===== config.mk =====
export PLATFORM = sky130hd
export DESIGN_NAME = dmaseq_top
export DESIGN_NICKNAME = d
export VERILOG_FILES = /design/src/rtl/dmaseq_pkg.sv /design/src/rtl/dmaseq_side.sv /design/src/rtl/dmaseq_count.sv /design/src/rtl/dmaseq_top.sv
export SDC_FILE = /design/constraint.sdc
export NUM_CORES = 1
export LEC_CHECK = 0
export CORE_AREA = 8 8 224 226
export CTS_CLUSTER_DIAMETER = 30
export DETAILED_ROUTE_END_ITERATION = 8
export DIE_AREA = 0 0 232 234
export PLACE_DENSITY_LB_ADDON = 0.3
export SLEW_MARGIN = 30
export SYNTH_ARGS = -nofsm -noshare
export SYNTH_HDL_FRONTEND = slang
export SYNTH_SLANG_ARGS = --single-unit

===== constraint.sdc =====
create_clock -name clk_i -period 7.7 [get_ports clk_i]
set_input_delay 1.54 -clock clk_i [delete_from_list [all_inputs] [get_ports clk_i]]
set_output_delay 1.54 -clock clk_i [all_outputs]
set_load 0.02 [all_outputs]

===== src/rtl/dmaseq_pkg.sv =====
package dmaseq_pkg;
    localparam int SIDES    = 2;
    localparam int SIDE_SRC = 0;
    localparam int SIDE_DST = 1;

    typedef enum logic {
        SYNC_ARRAY = 1'b0,
        SYNC_FRAME = 1'b1
    } sync_mode_e;
endpackage


===== src/rtl/dmaseq_side.sv =====
// Address walker for one side (source or destination).
module dmaseq_side #(
    parameter int AW = 32,
    parameter int IW = 16
) (
    input  logic          clk_i,
    input  logic          rst_n,
    input  logic          load_i,
    input  logic [AW-1:0] start_i,
    input  logic [IW-1:0] bidx_i,
    input  logic [IW-1:0] cidx_i,
    input  logic          hold_i,
    input  logic          step_i,
    input  logic          frame_end_i,
    output logic [AW-1:0] addr_o
);
    localparam int EXT = AW - IW;

    typedef struct packed {
        logic [AW-1:0] arr;
        logic [AW-1:0] frm;
        logic [IW-1:0] bidx;
        logic [IW-1:0] cidx;
    } side_t;

    side_t st_d, st_q;
    logic [AW-1:0] bstep, cstep;

    always_comb begin
        bstep = {{EXT{st_q.bidx[IW-1]}}, st_q.bidx};
        cstep = {{EXT{st_q.cidx[IW-1]}}, st_q.cidx};
        st_d  = st_q;
        if (load_i) begin
            st_d.arr  = start_i;
            st_d.frm  = start_i;
            st_d.bidx = bidx_i;
            st_d.cidx = cidx_i;
        end else if (step_i && !hold_i) begin
            if (frame_end_i) begin
                st_d.frm = st_q.frm + cstep;
                st_d.arr = st_q.frm + cstep;
            end else begin
                st_d.arr = st_q.arr + bstep;
            end
        end
    end

    always_ff @(posedge clk_i or negedge rst_n) begin
        if (!rst_n) st_q <= '0;
        else        st_q <= st_d;
    end

    assign addr_o = st_q.arr;
endmodule


===== src/rtl/dmaseq_count.sv =====
// Array / frame countdown with reload selection.
module dmaseq_count #(
    parameter int CW = 16
) (
    input  logic          clk_i,
    input  logic          rst_n,
    input  logic          load_i,
    input  logic [CW-1:0] bcnt_i,
    input  logic [CW-1:0] ccnt_i,
    input  logic [CW-1:0] brld_i,
    input  logic          frame_sync_i,
    input  logic          step_i,
    output logic          last_arr_o,
    output logic          last_blk_o
);
    typedef struct packed {
        logic [CW-1:0] b_left;
        logic [CW-1:0] c_left;
        logic [CW-1:0] b_full;
        logic [CW-1:0] b_rld;
    } cnt_t;

    localparam logic [CW-1:0] ONE = CW'(1);

    cnt_t st_d, st_q;

    always_comb begin
        st_d = st_q;
        if (load_i) begin
            st_d.b_left = bcnt_i;
            st_d.c_left = ccnt_i;
            st_d.b_full = bcnt_i;
            st_d.b_rld  = brld_i;
        end else if (step_i) begin
            if (st_q.b_left == ONE) begin
                if (st_q.c_left != ONE) begin
                    st_d.c_left = st_q.c_left - ONE;
                    st_d.b_left = frame_sync_i ? st_q.b_full : st_q.b_rld;
                end
            end else begin
                st_d.b_left = st_q.b_left - ONE;
            end
        end
    end

    always_ff @(posedge clk_i or negedge rst_n) begin
        if (!rst_n) st_q <= '0;
        else        st_q <= st_d;
    end

    assign last_arr_o = (st_q.b_left == ONE);
    assign last_blk_o = last_arr_o && (st_q.c_left == ONE);
endmodule


===== src/rtl/dmaseq_top.sv =====
module dmaseq_top
    import dmaseq_pkg::*;
#(
    parameter int AW = 32,
    parameter int CW = 16,
    parameter int IW = 16,
    parameter int FW = 3,
    parameter int KW = 6
) (
    input  logic            clk_i,
    input  logic            rst_n,
    input  logic            load_i,
    input  logic [CW-1:0]   cfg_acnt_i,
    input  logic [CW-1:0]   cfg_bcnt_i,
    input  logic [CW-1:0]   cfg_ccnt_i,
    input  logic [CW-1:0]   cfg_brld_i,
    input  logic [AW-1:0]   cfg_src_i,
    input  logic [AW-1:0]   cfg_dst_i,
    input  logic [2*IW-1:0] cfg_bidx_i,
    input  logic [2*IW-1:0] cfg_cidx_i,
    input  logic            cfg_frame_sync_i,
    input  logic            cfg_src_fix_i,
    input  logic            cfg_dst_fix_i,
    input  logic [FW-1:0]   cfg_fifo_w_i,
    input  logic [KW-1:0]   cfg_code_i,
    input  logic            sync_i,
    output logic            beat_valid_o,
    output logic [AW-1:0]   beat_src_o,
    output logic [AW-1:0]   beat_dst_o,
    output logic [CW-1:0]   beat_len_o,
    output logic [FW-1:0]   beat_fifo_w_o,
    output logic            done_o,
    output logic [KW-1:0]   done_code_o
);
    typedef struct packed {
        logic             armed;
        logic             burst;
        sync_mode_e       mode;
        logic [SIDES-1:0] konst;
        logic [FW-1:0]    fw;
        logic [KW-1:0]    code;
        logic [CW-1:0]    acnt;
        logic             beat_valid;
        logic [AW-1:0]    beat_src;
        logic [AW-1:0]    beat_dst;
        logic [CW-1:0]    beat_len;
        logic [FW-1:0]    beat_fw;
        logic             done;
    } top_t;

    top_t          st_d, st_q;
    logic          step;
    logic          last_arr, last_blk;
    logic [AW-1:0] cur_addr [SIDES];
    logic [AW-1:0] start_addr [SIDES];

    assign start_addr[SIDE_SRC] = cfg_src_i;
    assign start_addr[SIDE_DST] = cfg_dst_i;
    assign step = st_q.armed && (st_q.burst || sync_i) && !load_i;

    dmaseq_count #(.CW(CW)) u_count (
        .clk_i        (clk_i),
        .rst_n        (rst_n),
        .load_i       (load_i),
        .bcnt_i       (cfg_bcnt_i),
        .ccnt_i       (cfg_ccnt_i),
        .brld_i       (cfg_brld_i),
        .frame_sync_i (st_q.mode == SYNC_FRAME),
        .step_i       (step),
        .last_arr_o   (last_arr),
        .last_blk_o   (last_blk)
    );

    for (genvar s = 0; s < SIDES; s++) begin : g_side
        dmaseq_side #(.AW(AW), .IW(IW)) u_side (
            .clk_i       (clk_i),
            .rst_n       (rst_n),
            .load_i      (load_i),
            .start_i     (start_addr[s]),
            .bidx_i      (cfg_bidx_i[s*IW +: IW]),
            .cidx_i      (cfg_cidx_i[s*IW +: IW]),
            .hold_i      (st_q.konst[s]),
            .step_i      (step),
            .frame_end_i (last_arr),
            .addr_o      (cur_addr[s])
        );
    end

    always_comb begin
        st_d            = st_q;
        st_d.beat_valid = 1'b0;
        st_d.done       = 1'b0;
        if (load_i) begin
            st_d.armed           = 1'b1;
            st_d.burst           = 1'b0;
            st_d.mode            = sync_mode_e'(cfg_frame_sync_i);
            st_d.konst[SIDE_SRC] = cfg_src_fix_i;
            st_d.konst[SIDE_DST] = cfg_dst_fix_i;
            st_d.fw              = cfg_fifo_w_i;
            st_d.code            = cfg_code_i;
            st_d.acnt            = cfg_acnt_i;
        end else if (step) begin
            st_d.beat_valid = 1'b1;
            st_d.beat_src   = cur_addr[SIDE_SRC];
            st_d.beat_dst   = cur_addr[SIDE_DST];
            st_d.beat_len   = st_q.acnt;
            st_d.beat_fw    = (|st_q.konst) ? st_q.fw : '0;
            if (last_blk) begin
                st_d.done  = 1'b1;
                st_d.armed = 1'b0;
                st_d.burst = 1'b0;
            end else begin
                st_d.burst = (st_q.mode == SYNC_FRAME) && !last_arr;
            end
        end
    end

    always_ff @(posedge clk_i or negedge rst_n) begin
        if (!rst_n) st_q <= '0;
        else        st_q <= st_d;
    end

    assign beat_valid_o  = st_q.beat_valid;
    assign beat_src_o    = st_q.beat_src;
    assign beat_dst_o    = st_q.beat_dst;
    assign beat_len_o    = st_q.beat_len;
    assign beat_fifo_w_o = st_q.beat_fw;
    assign done_o        = st_q.done;
    assign done_code_o   = st_q.code;
endmodule


After elaboration in Yosys (flattened, before gate mapping). Index checks and enable logic that the tools add are counted. Widths: inputs -> output; s select.

Flip-flop bits (word level): 371. Input bits: 208. Output and inout port bits: 91. Logic and storage cells: 82.

Add/sub/neg operators: 6. Eq/ne operators: 4. Mux-type cells: 22. Bitwise logic cells: 1. Reduce and logical (&&, ||, !) cells: 24.

Operator list (count): $mux 64 (4); $mux 32 (7); $mux 85 (2); $add 32x32->32 (4); $mux 16 (3); $eq 16x1->1 const B (2); $sub 16x1->16 const B (2); $ne 16x1->1 const B (1); $reduce_bool 2->1 (6); $reduce_and 2->1 (5); $logic_and 1x1->1 (6); $logic_not 1->1 (4); $mux 2 (2); $mux 1 (3); $mux 3 (1); $ne 3x2->1 const B (1); $reduce_and 3->1 (1); $reduce_or 2->1 (1); $logic_or 1x1->1 (1); $not 1->1 (1).

Longest topological paths before layout.
Depth in word-level cells: 6. Depth in mapped cells: 12. Gate-level depth less buffers: 12.

Modules after synthesis. A second synthesis with hierarchy kept.

Cell total of the unflattened synthesis: 2502. Area total of the unflattened synthesis: 24725.0 µm².

Modules (own cells, without submodules): dmaseq_side at g_side[0].u_side (times used 1, cells each 907, area an instance 7942.6 µm²); dmaseq_side at g_side[1].u_side (times used 1, cells each 907, area an instance 7905.1 µm²); dmaseq_top (times used 1, cells each 340, area an instance 5257.5 µm²); dmaseq_count (times used 1, cells each 348, area an instance 3619.7 µm²).

Least setup slack after synthesis. Ideal clock, no wire load.

Path kind: reg2reg. From: register g_side[1].u_side.st_q (netlist bit g_side[1].u_side.addr_o[0]). To: register g_side[1].u_side.st_q (netlist bit g_side[1].u_side.addr_o[24]). Library setup time: 126 ps. Arrival: 3065 ps. Data required time: 7574 ps. Path slack: 4509 ps. Cell stages (with the launch flop): 13. Buffers on the path: 0. Clock period less this slack: 3191 ps. Cell sequence: dfrtp_1 > ha_1 > fa_1 > a21o_1 > a221oi_2 > a21oi_1 > a211o_1 > a31oi_1 > o21ai_1 > a221oi_2 > xor2_1 > a21oi_1 > a221o_1.

Word-level cells in the longest chain between the ends: 4.

Ends and longest elaborated chain: from (decl) (line dmaseq_side.sv:26) `side_t st_d, st_q;`; from (signal assigned) (line dmaseq_side.sv:50) `else st_q <= st_d;`; $add 32x32->32 (line dmaseq_side.sv:43) `st_d.arr = st_q.arr + bstep;`; $mux 32 (line dmaseq_side.sv:39) `if (frame_end_i) begin`; $mux 64 (line dmaseq_side.sv:38) `end else if (step_i && !hold_i) begin`; $mux 64 (line dmaseq_side.sv:33) `if (load_i) begin`.

No other way between the ends. The select of a mux whose other input is x is not followed. A chain may end at the register's enable or synchronous reset.

Worst setup path in the final report.
From: input port load_i. To: register st_q (netlist bit beat_src_o[29]).

Word-level cells in the longest chain between the ends: 3.

Ends and longest elaborated chain: from (decl) (line dmaseq_top.sv:12) `input logic load_i,`; $logic_not 1->1 (line dmaseq_top.sv:59) `assign step = st_q.armed && (st_q.burst || sync_i) && !load_i;`; $logic_and 1x1->1 (line dmaseq_top.sv:59); $reduce_and 2->1 (no line) (*); to (signal assigned) (line dmaseq_top.sv:120) `else st_q <= st_d;`; to (decl) (line dmaseq_top.sv:51) `top_t st_d, st_q;`.

Mark *: on every way between the ends. The rest lies on a longest branch, timed or not.

==> run_results.csv <==
group,metric,value,unit
pwr,intPower,6.74,mW
pwr,combPwrFrac,37.4,%
synthesis,netlist_area,23100,um2
synthesis,synth-simple-area-share,15.9,%
synthesis,synth_top_flop_cell,"dfrtp_1",
placement,hpwl,53200,um
finish,finish.instance_area,29100,um2
synthesis,synth_compound_area_share,19.6,%
pwr,pwr-share-seq,26.4,%
die,die_area,54300,um2
pwr,switching_share,37.1,%
sta,fin_ws,3810,ps
synthesis,synth_edf_count,0,
worst_setup_path,cp_max_fo,87,
synthesis,synthesis.nets,2911,
global_route,grt_util_all_layers,26.6,%
worst_setup_path,slowest_delay,720,ps
placement,place_area,25900,um2
clock_tree,clkSlewWorstSetupHoldPaths,50,ps
synthesis,ys_seq_elements,371,
sta,relSlewSlack,36.4,%
die,ioPinCount,299,
global_route,grt_antenna_before_repair,5,
detailed_routing,wl_per_cell,21.4,um
pwr,power_frac_clock,36.1,%
flow_run,cap_violations,0,
worst_setup_path,reg2reg_setup_slack,3820,ps
die,core-area,46800,um2
min_path,hold_path.class,"reg -> reg",
synthesis,synthCells,2571,
sta,rsz0062_at_grt,"no",
sta,fin_tns_setup,0,ps
clock_tree,postCtsHoldBufs,0,
global_route,grt_pass1_wl,115000,um
sta,finClkSkew,37.6,ps
sta,period_minus_slack,3890,ps
synthesis,synthTopCellsByArea,"dfrtp_1 40%, ha_1 6.9%, nand2_1 6.7%, mux2_2 6.1%, a21oi_1 4.5%",
worst_setup_path,critical_path_arrival,4350,ps
detailed_routing,drc_errors,0,
sta,hold_viol_final,0,
die,start_util,49.3,%
detailed_routing,ant_nets,0,
worst_setup_path,cp_slowest_cell,"buf_4",
run_status,outcome,"completed",
sta,fmax,257,MHz
synthesis,seq_area_frac_synth,40.2,%
synthesis,yosys.area_share.adder,7.28,%
synthesis,async_flop_share,100,%
finish,layout_common_cells,"409 x nand2_1, 370 x dfrtp_1, 296 x clkdlybuf4s50_1",
sta,worst-slew-pin-transition,953,ps
worst_setup_path,start_kind,"input pin",
detailed_routing,viasPerCell,5.94,
detailed_routing,vias,20530,
synthesis,synth_top_area_share,40.2,%
die,num_rows,80,
finish,fill_cells,3945,
clock_tree,cts_resized,0,
pwr,ir_drop,0.000278,V
clock_tree,clock_path_buffers,3,
clock_tree,cts_sinks,371,
sta,slew_viol_final,0,
synthesis,syn_area_per_cell,8.98,um2
clock_tree,cts_buffers,86,
clock_tree,root_buffer,"clkbuf_16",
synthesis,synth_top_family_by_area,"compound AO/OA/AOI/OAI gates",
pwr,power.switching,3.98,mW
global_route,grt_max_degree,175,
finish,final_common_cell,"nand2_1",
clock_tree,worstSkewPairLatency,620,ps
finish,final_util,62.1,%
finish,area_growth,26.0,%
finish,final_nets,3108,
worst_setup_path,worstSetupPathType,"in -> reg",
synthesis,synth_xor_area_share,4.51,%
global_route,grt.overflow.total,0,
detailed_routing,firstDrtPassIters,6,
clock_tree,ctsHtreeMaxLevel,3,
placement,dp_slack,3150,ps
pwr,power_density,368,nW/um2
detailed_routing,finalWirelength,73800,um
finish,drive_gt1_share,11.8,%
worst_setup_path,path_cells,"buf_8 -> inv_4 -> nand2_4 -> buf_4 -> inv_2 -> buf_4 -> nand2_1 -> nand2_1",
placement,gp_congestion,0.898,
placement,port_buffers,298,
die,die_h,234,um
sta,post-route-period-util,50.5,%
pwr,power_leakage,12.9,nW
clock_tree,postCtsSetupBuffers,0,
synthesis,yosys_warnings,0,
synthesis,synth_area_leader_cell,"dfrtp_1",
detailed_routing,drtIter0Drc,2053,
worst_setup_path,required,8170,ps
worst_setup_path,cp-end-kind,"flip-flop",
synthesis,synth_mux_area_share,7.05,%
sta,finalSetupViolCount,0,
die,die_w,232,um
synthesis,yosysUniqueCellTypes,75,
global_route,first_global_vias,20330,
clock_tree,cts_tree,"done",
==> layer usage <==
layer	wire, um	vias to the layer above	track usage, %
met5	41	-	0
met4	2130	6	9.54
met3	6910	128	7.12
met2	32000	863	39.6
met1	32800	9947	37.0
li1	-	9586	-
==> synthesized netlist by cell type (6+ instances only) <==
library cell,number
o211ai_1,22
a22oi_1,14
nor3_1,39
a211oi_1,48
o31ai_1,14
a221oi_1,9
nand3_1,49
o21a_1,18
o21ai_1,8
and3_1,19
o21ai_0,151
ha_1,128
o21bai_1,14
buf_4,89
nand2b_1,21
nand2_1,410
nor3b_1,8
inv_1,29
and2_1,13
mux2i_1,22
a311oi_1,6
a31oi_1,33
clkbuf_1,108
a21oi_1,208
or2_2,8
o22ai_1,48
mux2_2,125
dfrtp_1,371
nor4_1,7
xnor2_1,64
or3_1,14
a211o_1,7
nand4_1,18
nor2b_1,25
nor2_1,191
buf_1,13
xor2_1,55
a21o_1,70
a221o_1,7
==> sequential cells by signal (all words and copies together), names as in the netlist <==
register	count
g_side.u_side.st_q	64
g_side.u_side.bstep	32
beat_valid_o	1
beat_dst_o	32
g_side.u_side.cstep	32
u_count.st_q	64
beat_len_o	16
done_o	1
beat_src_o	32
g_side.u_side.addr_o	64
beat_fifo_w_o	3
st_q	24
done_code_o	6
==> stage by stage <==
step,hold slack (ps),power [mW],std cells
2_1_floorplan,435,5.58,2571
3_3_place_gp,442,6.67,3293
3_5_place_dp,455,6.75,3293
4_1_cts,467,10.7,3454
5_1_grt,482,11.3,3456
6_report,468,10.7,3458
==> worst max-delay path: cells and delay by family <==
kind	cells	cell delay [ps]
buffers and inverters	5	2420
and+or+nand+nor	3	320
==> power groups by stage <==
stage          clock network, mW  logic (mW)  registers [mW]
6_report                    3.87        4.01            2.83
3_3_place_gp                   0        3.84            2.84
5_1_grt                     4.04        4.38            2.88
4_1_cts                     3.92        3.95            2.82
3_5_place_dp                   0        3.91            2.84
2_1_floorplan                  0        2.93            2.65
==> cell type report <==
cell class,count,area [um2],share of cell area (%)
Clock inverter,53,694,2.39
Sequential cell,371,9290,31.9
Timing Repair Buffer,321,3220,11.1
Tap cell,615,769,2.64
Multi-Input combinational cell,1957,12600,43.3
Antenna cell,2,5.00,0.0172
Clock buffer,108,2420,8.31
Inverter,31,119,0.408
==> cell families (layout without fill, tap and decap cells) <==
logic type	count (synthesis)	after routing
xor+xnor	119	119
compound gates	720	720
mux	147	147
fa+ha+maj	132	132
simple gates	839	839
other cells	0	2
buf+inv	243	513
flops	371	371
==> path summary, 6_finish.rpt <==
kind                                             from                          end  cells past startpoint
setup reg to reg           g_side[0].u_side.addr_o[0]  g_side[0].u_side.addr_o[18]                     12
max in group asynchronous                       rst_n    g_side[0].u_side.bstep[9]                      3
hold reg to reg                              st_q[96]               beat_len_o[11]                      2
setup / recovery                               load_i               beat_src_o[29]                      8
hold / removal                               st_q[96]               beat_len_o[11]                      2
min in group asynchronous                       rst_n    g_side[1].u_side.cstep[8]                      1
Note: power is estimated with default switching activity, not from simulation.
